## config.mk

```make
export PLATFORM = sky130hd
export DESIGN_NAME = paged_xlat
export DESIGN_NICKNAME = d
export VERILOG_FILES = /design/src/rtl/pxl_pkg.sv /design/src/rtl/pxl_regs.sv /design/src/rtl/pxl_xlat.sv /design/src/rtl/paged_xlat.sv
export SDC_FILE = /design/constraint.sdc
export NUM_CORES = 1
export LEC_CHECK = 0
export ABC_AREA = 1
export ABC_CLOCK_PERIOD_IN_PS = 2050
export BUFFER_PORTS_ARGS = -buffer_cell sky130_fd_sc_hd__buf_2
export CAP_MARGIN = 20
export CORE_MARGIN = 1.5
export CORE_UTILIZATION = 39
export CTS_CLUSTER_DIAMETER = 30
export CTS_CLUSTER_SIZE = 10
export DETAILED_ROUTE_END_ITERATION = 7
export GPL_TIMING_DRIVEN = 1
export PLACE_DENSITY = 0.73
export SYNTH_ARGS = -nofsm -noshare
export SYNTH_HDL_FRONTEND = slang
export SYNTH_HIERARCHICAL = 1
export SYNTH_SLANG_ARGS = --single-unit
```

## constraint.sdc

```tcl
create_clock -name clk -period 2.05 [get_ports clk]
set_input_delay 0.3075 -clock clk [delete_from_list [all_inputs] [get_ports clk]]
set_output_delay 0.3075 -clock clk [all_outputs]
set_load 0.05 [all_outputs]
```

## src/rtl/pxl_pkg.sv

```systemverilog
package pxl_pkg;
  localparam int unsigned DEF_LOG_AW    = 16;
  localparam int unsigned DEF_PAGE_W    = 4;
  localparam int unsigned DEF_SHORT_W   = 8;
  localparam int unsigned DEF_RBUS_AW   = 8;
  localparam int unsigned DEF_RBUS_DW   = 8;
  localparam logic [7:0]  DEF_PAGE_REG  = 8'h15;
  localparam logic [7:0]  DEF_DPAGE_REG = 8'h11;

  typedef enum logic [1:0] {
    SEL_NONE  = 2'd0,
    SEL_PAGE  = 2'd1,
    SEL_DPAGE = 2'd2
  } reg_sel_e;
endpackage

```

## src/rtl/pxl_regs.sv

```systemverilog
module pxl_regs
  import pxl_pkg::*;
#(
  parameter int unsigned RBUS_AW   = DEF_RBUS_AW,
  parameter int unsigned RBUS_DW   = DEF_RBUS_DW,
  parameter int unsigned PAGE_W    = DEF_PAGE_W,
  parameter int unsigned DP_W      = 8,
  parameter logic [RBUS_AW-1:0] PAGE_REG  = DEF_PAGE_REG,
  parameter logic [RBUS_AW-1:0] DPAGE_REG = DEF_DPAGE_REG,
  parameter logic [PAGE_W-1:0]  PAGE_RST  = 4'hE
) (
  input  logic               clk,
  input  logic               rst_n,
  input  logic [RBUS_AW-1:0] reg_addr,
  input  logic               reg_wr,
  input  logic [RBUS_DW-1:0] reg_wdata,
  output logic [RBUS_DW-1:0] reg_rdata,
  output logic [PAGE_W-1:0]  page_q,
  output logic [DP_W-1:0]    dp_q
);
  reg_sel_e sel;
  logic     dp_locked;
  logic     page_wr_ev;
  logic     dp_wr_ev;
  logic     dp_take_ev;

  function automatic reg_sel_e decode(input logic [RBUS_AW-1:0] a);
    if (a == PAGE_REG)  return SEL_PAGE;
    if (a == DPAGE_REG) return SEL_DPAGE;
    return SEL_NONE;
  endfunction

  always_comb sel = decode(reg_addr);

  assign page_wr_ev = reg_wr && (sel == SEL_PAGE);
  assign dp_wr_ev   = reg_wr && (sel == SEL_DPAGE);
  assign dp_take_ev = dp_wr_ev && !dp_locked;

  always_ff @(posedge clk or negedge rst_n) begin
    if (!rst_n) begin
      page_q <= PAGE_RST;
    end else if (page_wr_ev) begin
      page_q <= reg_wdata[PAGE_W-1:0];
    end
  end

  always_ff @(posedge clk or negedge rst_n) begin
    if (!rst_n) begin
      dp_q      <= '0;
      dp_locked <= 1'b0;
    end else if (dp_take_ev) begin
      dp_q      <= reg_wdata[DP_W-1:0];
      dp_locked <= 1'b1;
    end
  end

  always_comb begin
    reg_rdata = '0;
    unique case (sel)
      SEL_PAGE:  reg_rdata[PAGE_W-1:0] = page_q;
      SEL_DPAGE: reg_rdata[DP_W-1:0]   = dp_q;
      default:   reg_rdata = '0;
    endcase
  end

  assert_page_update_R2: assert property (@(posedge clk) disable iff (!rst_n)
    page_wr_ev |=> page_q == $past(reg_wdata[PAGE_W-1:0]));

  assert_dp_locked_R7: assert property (@(posedge clk) disable iff (!rst_n)
    dp_locked |=> $stable(dp_q));

  assert_dp_lock_set_R7: assert property (@(posedge clk) disable iff (!rst_n)
    dp_wr_ev |=> dp_locked);

  assert_unmapped_zero_R8: assert property (@(posedge clk) disable iff (!rst_n)
    (reg_addr != PAGE_REG && reg_addr != DPAGE_REG) |-> reg_rdata == '0);
endmodule

```

## src/rtl/pxl_xlat.sv

```systemverilog
module pxl_xlat
  import pxl_pkg::*;
#(
  parameter int unsigned LOG_AW  = DEF_LOG_AW,
  parameter int unsigned PAGE_W  = DEF_PAGE_W,
  parameter int unsigned SHORT_W = DEF_SHORT_W,
  parameter logic [1:0]  WIN_TAG = 2'b10,
  localparam int unsigned DP_W    = LOG_AW - SHORT_W,
  localparam int unsigned OFF_W   = LOG_AW - 2,
  localparam int unsigned GLOB_AW = OFF_W + PAGE_W
) (
  input  logic               clk,
  input  logic               rst_n,
  input  logic [LOG_AW-1:0]  cpu_addr,
  input  logic [SHORT_W-1:0] short_op,
  input  logic               direct_acc,
  input  logic [PAGE_W-1:0]  page_q,
  input  logic [DP_W-1:0]    dp_q,
  output logic [LOG_AW-1:0]  log_addr,
  output logic [GLOB_AW-1:0] glob_addr,
  output logic               win_hit
);
  function automatic logic [LOG_AW-1:0] form_logical(
    input logic dir, input logic [DP_W-1:0] dp,
    input logic [SHORT_W-1:0] s, input logic [LOG_AW-1:0] a);
    return dir ? {dp, s} : a;
  endfunction

  function automatic logic in_window(input logic [LOG_AW-1:0] a);
    return a[LOG_AW-1 -: 2] == WIN_TAG;
  endfunction

  function automatic logic [GLOB_AW-1:0] map_global(
    input logic [PAGE_W-1:0] pg, input logic [LOG_AW-1:0] a);
    if (in_window(a)) return {pg, a[OFF_W-1:0]};
    return {{(GLOB_AW-LOG_AW){1'b1}}, a};
  endfunction

  always_comb begin
    log_addr  = form_logical(direct_acc, dp_q, short_op, cpu_addr);
    win_hit   = in_window(log_addr);
    glob_addr = map_global(page_q, log_addr);
  end

  assert_window_page_R4: assert property (@(posedge clk) disable iff (!rst_n)
    win_hit |-> glob_addr[GLOB_AW-1 -: PAGE_W] == page_q);

  assert_outside_prefix_R5: assert property (@(posedge clk) disable iff (!rst_n)
    !win_hit |-> (&glob_addr[GLOB_AW-1:LOG_AW]) && glob_addr[LOG_AW-1:0] == log_addr);

  assert_direct_upper_R6: assert property (@(posedge clk) disable iff (!rst_n)
    direct_acc |-> log_addr[LOG_AW-1 -: DP_W] == dp_q);

  assert_offset_kept_R3: assert property (@(posedge clk) disable iff (!rst_n)
    glob_addr[OFF_W-1:0] == log_addr[OFF_W-1:0]);
endmodule

```

## src/rtl/paged_xlat.sv

```systemverilog
module paged_xlat
  import pxl_pkg::*;
#(
  parameter int unsigned LOG_AW    = DEF_LOG_AW,
  parameter int unsigned PAGE_W    = DEF_PAGE_W,
  parameter int unsigned SHORT_W   = DEF_SHORT_W,
  parameter int unsigned RBUS_AW   = DEF_RBUS_AW,
  parameter int unsigned RBUS_DW   = DEF_RBUS_DW,
  parameter logic [RBUS_AW-1:0] PAGE_REG  = DEF_PAGE_REG,
  parameter logic [RBUS_AW-1:0] DPAGE_REG = DEF_DPAGE_REG,
  parameter logic [PAGE_W-1:0]  PAGE_RST  = 4'hE,
  localparam int unsigned DP_W    = LOG_AW - SHORT_W,
  localparam int unsigned GLOB_AW = LOG_AW - 2 + PAGE_W
) (
  input  logic               clk,
  input  logic               rst_n,
  input  logic [LOG_AW-1:0]  cpu_addr,
  input  logic [SHORT_W-1:0] short_op,
  input  logic               direct_acc,
  input  logic [RBUS_AW-1:0] reg_addr,
  input  logic               reg_wr,
  input  logic [RBUS_DW-1:0] reg_wdata,
  output logic [RBUS_DW-1:0] reg_rdata,
  output logic [GLOB_AW-1:0] glob_addr,
  output logic               win_hit
);
  logic [PAGE_W-1:0] page_q;
  logic [DP_W-1:0]   dp_q;
  logic [LOG_AW-1:0] log_addr;

  pxl_regs #(
    .RBUS_AW(RBUS_AW), .RBUS_DW(RBUS_DW), .PAGE_W(PAGE_W), .DP_W(DP_W),
    .PAGE_REG(PAGE_REG), .DPAGE_REG(DPAGE_REG), .PAGE_RST(PAGE_RST)
  ) u_regs (
    .clk(clk), .rst_n(rst_n), .reg_addr(reg_addr), .reg_wr(reg_wr),
    .reg_wdata(reg_wdata), .reg_rdata(reg_rdata), .page_q(page_q), .dp_q(dp_q)
  );

  pxl_xlat #(
    .LOG_AW(LOG_AW), .PAGE_W(PAGE_W), .SHORT_W(SHORT_W)
  ) u_xlat (
    .clk(clk), .rst_n(rst_n), .cpu_addr(cpu_addr), .short_op(short_op),
    .direct_acc(direct_acc), .page_q(page_q), .dp_q(dp_q),
    .log_addr(log_addr), .glob_addr(glob_addr), .win_hit(win_hit)
  );

  assert_rdata_hi_zero_R2: assert property (@(posedge clk) disable iff (!rst_n)
    reg_rdata[RBUS_DW-1:PAGE_W] == '0 || reg_addr == DPAGE_REG);
endmodule

```

==> metrics.md, run 1 <==
| Metric | Value |
|---|---|
| Status | `finished clean` |
| Global-route wire length before repair | `4.38 mm` |
| Vias in the first global route | `1,088` |
| Post-Syn Area per Cell | `6.74 µm²` |
| Max-cap violation count | `0` |
| Total Routing Usage GR | `17.1%` |
| Post-route ant nets | `0` |
| Number of diodes | `0` |
| Clock Path Buffers | `2` |
| Layout Nets | `275` |
| Setup violations, final | `0` |
| P_leak | `0.898 nW` |
| DP Area | `1400 µm²` |
| Depth of the CTS H-tree | `1` |
| Yosys warns | `6` |
| Worst VDD drop | `376 µV` |
| Pin count of the biggest net entering global routing | `20` |
| Die X | `55.4 µm` |
| RSZ-0062 raised after global routing | `no` |
| Area Growth Syn to Fin | `34.5%` |
| Routability cong. | `0.734` |
| Core area | `2540 µm²` |
| Num ports | `71` |
| Worst-path clk slew | `0.08 ns` |
| Netlist Area Pre-Place | `1070 µm²` |
| Post-Route Skew | `0.00530 ns` |
| Root buffer cell | `clkbuf_4` |
| DRC viols | `0` |
| Clock sink count | `13` |
| Finished Core Util | `56.6%` |
| Pre-CTS setup slack | `0.371 ns` |
| IO Port Bufs | `70` |
| Cell area after layout | `1440 µm²` |
| Vias post-DR | `1,193` |
| Vias/cell | `4.59` |
| HPWL Detailed | `2.12 mm` |
| WP data required | `1.74 ns` |
| Slew headroom | `72.8%` |
| Power Dens Cells | `443 nW/µm²` |
| Worst-Margin Slew | `0.407 ns` |
| Hold slack | `0.275 ns` |
| Peak Freq | `593 MHz` |
| Post-Syn Instances | `159` |
| Setup_tns | `0 ns` |
| Inserted Clock Buffers | `3` |
| Die area | `3070 µm²` |
| First-pass DRT Iterations | `5` |
| Final worst setup slack | `0.362 ns` |
| Worst skew pair latency | `0.27 ns` |
| Total gr overflow | `0` |
| CTS tree | `done` |
| Final Hold Viols | `0` |
| Slew Viols, Final | `0` |
| Final min period | `1.69 ns` |
| Layout cell share with drive strength beyond 1 | `40.4%` |
| Initial DRC count | `22` |
| Net Count, Synth | `203` |
| Worst Path Arrival | `1.38 ns` |
| Die height | `55.4 µm` |
| Row count | `18` |
| Crit path max fanout | `14` |
| Hold WC Path Type | `primary input to register` |
| DR WL/cell | `9.72 µm` |
| # resized after CTS | `0` |
| CP Class | `primary input to primary output` |
| Worst setup SP type | `primary input` |
| Crit end category | `primary output` |
| Antenna violations before repair | `0` |
| Final Cycle Share | `82.3%` |
| Post-Route WL | `2.53 mm` |
| Starting Density | `42.1%` |
==> layout by cell type, fill, tap and decap left out, drive strengths merged <==
cell type	n
nand4	12
nand2	87
o21ai	1
dlygate4sd3	1
inv	18
nor2	8
nand3	13
dfstp	3
dfrtp	10
buf	72
a21oi	1
clkbuf	4
==> routing by layer <==
| layer | track usage (%) | share of wire, % | vias up |
|---|---|---|---|
| li1 | - | - | 637 |
| met1 | 20.9 | 44 | 512 |
| met2 | 30.1 | 48 | 42 |
| met3 | 4.22 | 6.7 | 2 |
| met4 | 4.18 | 0.40 | 0 |
| met5 | 0 | 0 | - |
==> timing repair <==
item,in CTS,in global routing
setup buffers,0,0
hold endpoints to repair,10,0
hold buffers,1,0
==> through the flow <==
| step | power (mW) | std cells |
|---|---|---|
| finish | 0.638 | 260 |
| global route | 0.683 | 260 |
| CTS | 0.649 | 260 |
| detailed placement | 0.492 | 255 |
| global placement | 0.491 | 255 |
| floorplan | 0.424 | 159 |
==> critical path, stage by stage <==
cell and delay (ns):
buf_2 0.09, inv_1 0.04, nand2_1 0.07, nor2_4 0.22
buf_4 0.24, nand3_1 0.10, nand2_1 0.06, buf_2 0.25
==> path summary, 6_finish.rpt <==
check / endpoint / slack, ns / start / cells past startpoint
setup / recovery: reg_rdata[2] / 0.36 / reg_addr[5] / 8
hold / removal: u_regs/page_q[3]$_DFFE_PN1P_ / 0.27 / reg_wdata[3] / 3
setup reg to reg: u_regs/dp_q[0]$_DFFE_PN0P_ / 1.03 / u_regs/dp_locked$_DFFE_PN0P_ / 4
hold reg to reg: u_regs/page_q[2]$_DFFE_PN1P_ / 0.48 / u_regs/page_q[2]$_DFFE_PN1P_ / 2
max in group asynchronous: u_regs/page_q[1]$_DFFE_PN1P_ / 1.34 / rst_n / 2
min in group asynchronous: u_regs/dp_q[7]$_DFFE_PN0P_ / 0.44 / rst_n / 2
==> report_power, final <==
group / switching, mW / total (mW) / internal [mW]
combinational: 0.154 / 0.221 / 0.0665
sequential: 0.00351 / 0.266 / 0.263
clock: 0.0759 / 0.151 / 0.0752
total: 0.234 / 0.638 / 0.404
==> state kept, by name, indices dropped and copies added, names as in the netlist <==
name / cells
u_regs/page_q: 4
u_regs/dp_q: 8
u_regs/dp_locked: 1
==> area by class of cell <==
class	count	area (µm²)
Fill cell	271	1100
Sequential cell	13	329
Multi-Input combinational cell	122	597
Tap cell	30	37.5
Clock buffer	4	26.3
Inverter	18	75.1
Timing Repair Buffer	73	375
(Power assumes the default switching activity.)
==> inputs of run 2 (changes only) <==
--- a/config.mk
+++ b/config.mk
@@ -6,7 +6,7 @@
 export NUM_CORES = 1
 export LEC_CHECK = 0
 export ABC_AREA = 1
-export ABC_CLOCK_PERIOD_IN_PS = 2050
+export ABC_CLOCK_PERIOD_IN_PS = 1600
 export BUFFER_PORTS_ARGS = -buffer_cell sky130_fd_sc_hd__buf_2
 export CAP_MARGIN = 20
 export CORE_MARGIN = 1.5
==> constraint.sdc (replaced) <==
create_clock -name clk -period 1.6 [get_ports clk]
set_input_delay 0.24 -clock clk [delete_from_list [all_inputs] [get_ports clk]]
set_output_delay 0.24 -clock clk [all_outputs]
set_load 0.05 [all_outputs]
==> run 2 against run 1 <==
Net effect: die area unchanged; non-clock buffer count up 2; clock power up 30%; core utilization up 0.59 points; critical endpoint is now glob_addr[15]; largest power group unchanged; highest routed layer unchanged.
==> metrics.md, run 2 (same netlist as run 1, synthesis figures left out) <==
| Metric | Value |
|---|---|
| Status | `finished clean` |
| Total gr overflow | `0` |
| Hold slack | `0.199 ns` |
| Post-Layout Cell Count | `262` |
| Startpoint of the worst hold path | `reg_wdata[1]` |
| Peak Freq | `660 MHz` |
| Layout cell share with drive strength beyond 1 | `40.9%` |
| Crit end category | `primary output` |
| Post-Route WL | `2.59 mm` |
| Pin count of the biggest net entering global routing | `17` |
| Depth of the CTS H-tree | `1` |
| Storage cell area | `329 µm²` |
| Slew Viols, Final | `0` |
| Clock sink count | `13` |
| Area of the multi-input gates | `597 µm²` |
| Comb power frac | `34.7%` |
| # resized after CTS | `0` |
| Switching Share | `36.8%` |
| Setup violations, final | `0` |
| Crit path max fanout | `3` |
| Layout Nets | `277` |
| First-pass DRT Iterations | `4` |
| Final Cycle Share | `94.7%` |
| Most frequent cells in the layout | `nand2_1, buf_2, inv_1` |
| Largest regs | `u_regs/dp_q x8, u_regs/page_q x4, u_regs/dp_locked x1` |
| HPWL Detailed | `2.17 mm` |
| Vias in the first global route | `1,083` |
| RR Startpoint | `u_regs/dp_locked$_DFFE_PN0P_` |
| Register share of total power | `41.4%` |
| Power Dens Cells | `566 nW/µm²` |
| P_leak | `0.908 nW` |
| Worst skew pair latency | `0.27 ns` |
| RSZ-0062 raised after global routing | `no` |
| Final min period | `1.51 ns` |
| Area Growth Syn to Fin | `35.9%` |
| Num ports | `71` |
| Die area | `3070 µm²` |
| R2r endpoint | `u_regs/dp_q[7]$_DFFE_PN0P_` |
| Commonest non-fill, non-tap cell in the layout | `nand2_1` |
| Post-route ant nets | `0` |
| Post-Route Skew | `0.00202 ns` |
| Dpl cells | `257` |
| Vias post-DR | `1,209` |
| Number of diodes | `0` |
| Max reg flops | `8` |
| Die height | `55.4 µm` |
| Clock Path Buffers | `2` |
| Worst Path Arrival | `1.27 ns` |
| Design Power | `823 µW` |
| R2r setup slk | `0.58 ns` |
| Reg2reg path depth | `4` |
| Row count | `18` |
| IO Port Bufs | `70` |
| Antenna violations before repair | `0` |
| Vias/cell | `4.61` |
| Final Hold Viols | `0` |
| Worst-path clk slew | `0.07 ns` |
| Max-cap violation count | `0` |
| Worst Hold Depth | `3` |
| Slew headroom | `80.8%` |
| CP Class | `register to primary output` |
| Die X | `55.4 µm` |
| Clock power frac | `23.9%` |
| Root buffer cell | `clkbuf_4` |
| Initial DRC count | `42` |
| Core area | `2540 µm²` |
| DR WL/cell | `9.87 µm` |
| Total Routing Usage GR | `18.2%` |
| WP data required | `1.36 ns` |
| Hold path endpoint | `u_regs/page_q[1]$_DFFE_PN1P_` |
| Total internal power | `521 µW` |
| Routability cong. | `0.764` |
| Worst VDD drop | `466 µV` |
| Hold WC Path Type | `primary input to register` |
| Worst-Margin Slew | `0.288 ns` |
| Final worst setup slack | `0.0851 ns` |
| Pre-CTS setup slack | `0.189 ns` |
| Switch Pwr | `303 µW` |
| Biggest register | `u_regs/dp_q` |
| Worst setup SP type | `register` |
| Starting Density | `42.1%` |
| Filler cells | `262` |
| DRC viols | `0` |
| Global-route wire length before repair | `4.58 mm` |
| Inserted Clock Buffers | `3` |
| CTS tree | `done` |
| Setup_tns | `0 ns` |
-- run 2: cell types whose count changed in the layout (fill, tap and decap cells not counted) --
cell,change
buf_4,+2
-- run 2: worst max-delay path by stage --
stage                            startpoint       endpoint  slack [ns]  depth (start not counted)
4_1_cts        u_regs/page_q[1]$_DFFE_PN1P_  glob_addr[15]        0.06                          5
3_5_place_dp                    reg_addr[5]   reg_rdata[2]        0.19                          8
5_1_grt        u_regs/page_q[1]$_DFFE_PN1P_  glob_addr[15]       0.008                          5
3_3_place_gp                    reg_addr[1]   reg_rdata[0]        0.19                          8
2_1_floorplan                   reg_addr[5]   reg_rdata[4]        0.05                          5
6_report       u_regs/page_q[1]$_DFFE_PN1P_  glob_addr[15]        0.09                          5
-- run 2: layer usage --
| metal | share of wire (%) | track usage [%] | up-vias |
|---|---|---|---|
| met5 | 0 | 0 | - |
| met3 | 8.6 | 4.22 | 4 |
| met2 | 47 | 29.8 | 56 |
| li1 | - | - | 642 |
| met1 | 44 | 23.4 | 507 |
| met4 | 0.97 | 6.27 | 0 |
-- run 2: timing repair --
action | 4_1_cts | 5_1_grt
hold endpoints to repair | 10 | 0
setup buffers | 0 | 0
hold buffers | 1 | 0
-- run 2: critical path, stage by stage (launching register included) --
cell,delay (ns)
dfstp_2,0.55
inv_1,0.05
nand3_1,0.07
nand2_1,0.05
inv_1,0.04
buf_2,0.25
-- run 2: layout make-up --
cell class                      instances  area share, %
Multi-Input combinational cell        122           41.0
Sequential cell                        13           22.6
Tap cell                               30           2.58
Inverter                               18           5.16
Timing Repair Buffer                   75           26.8
Clock buffer                            4           1.81
-- run 2: through the flow --
stage	util [%]	cell area, µm²
after floorplan	-	1070
after global routing	57.2	1460
after detailed placement	55.8	1420
after global placement	55.8	1420
after CTS	57.2	1460
final	57.2	1460
-- run 2: power by group through the flow --
stage | clock [mW] | combinational, mW | sequential [mW]
final | 0.196 | 0.286 | 0.341
after global routing | 0.228 | 0.310 | 0.342
after CTS | 0.210 | 0.288 | 0.341
after detailed placement | 0 | 0.286 | 0.347
after global placement | 0 | 0.284 | 0.347
after floorplan | 0 | 0.198 | 0.345
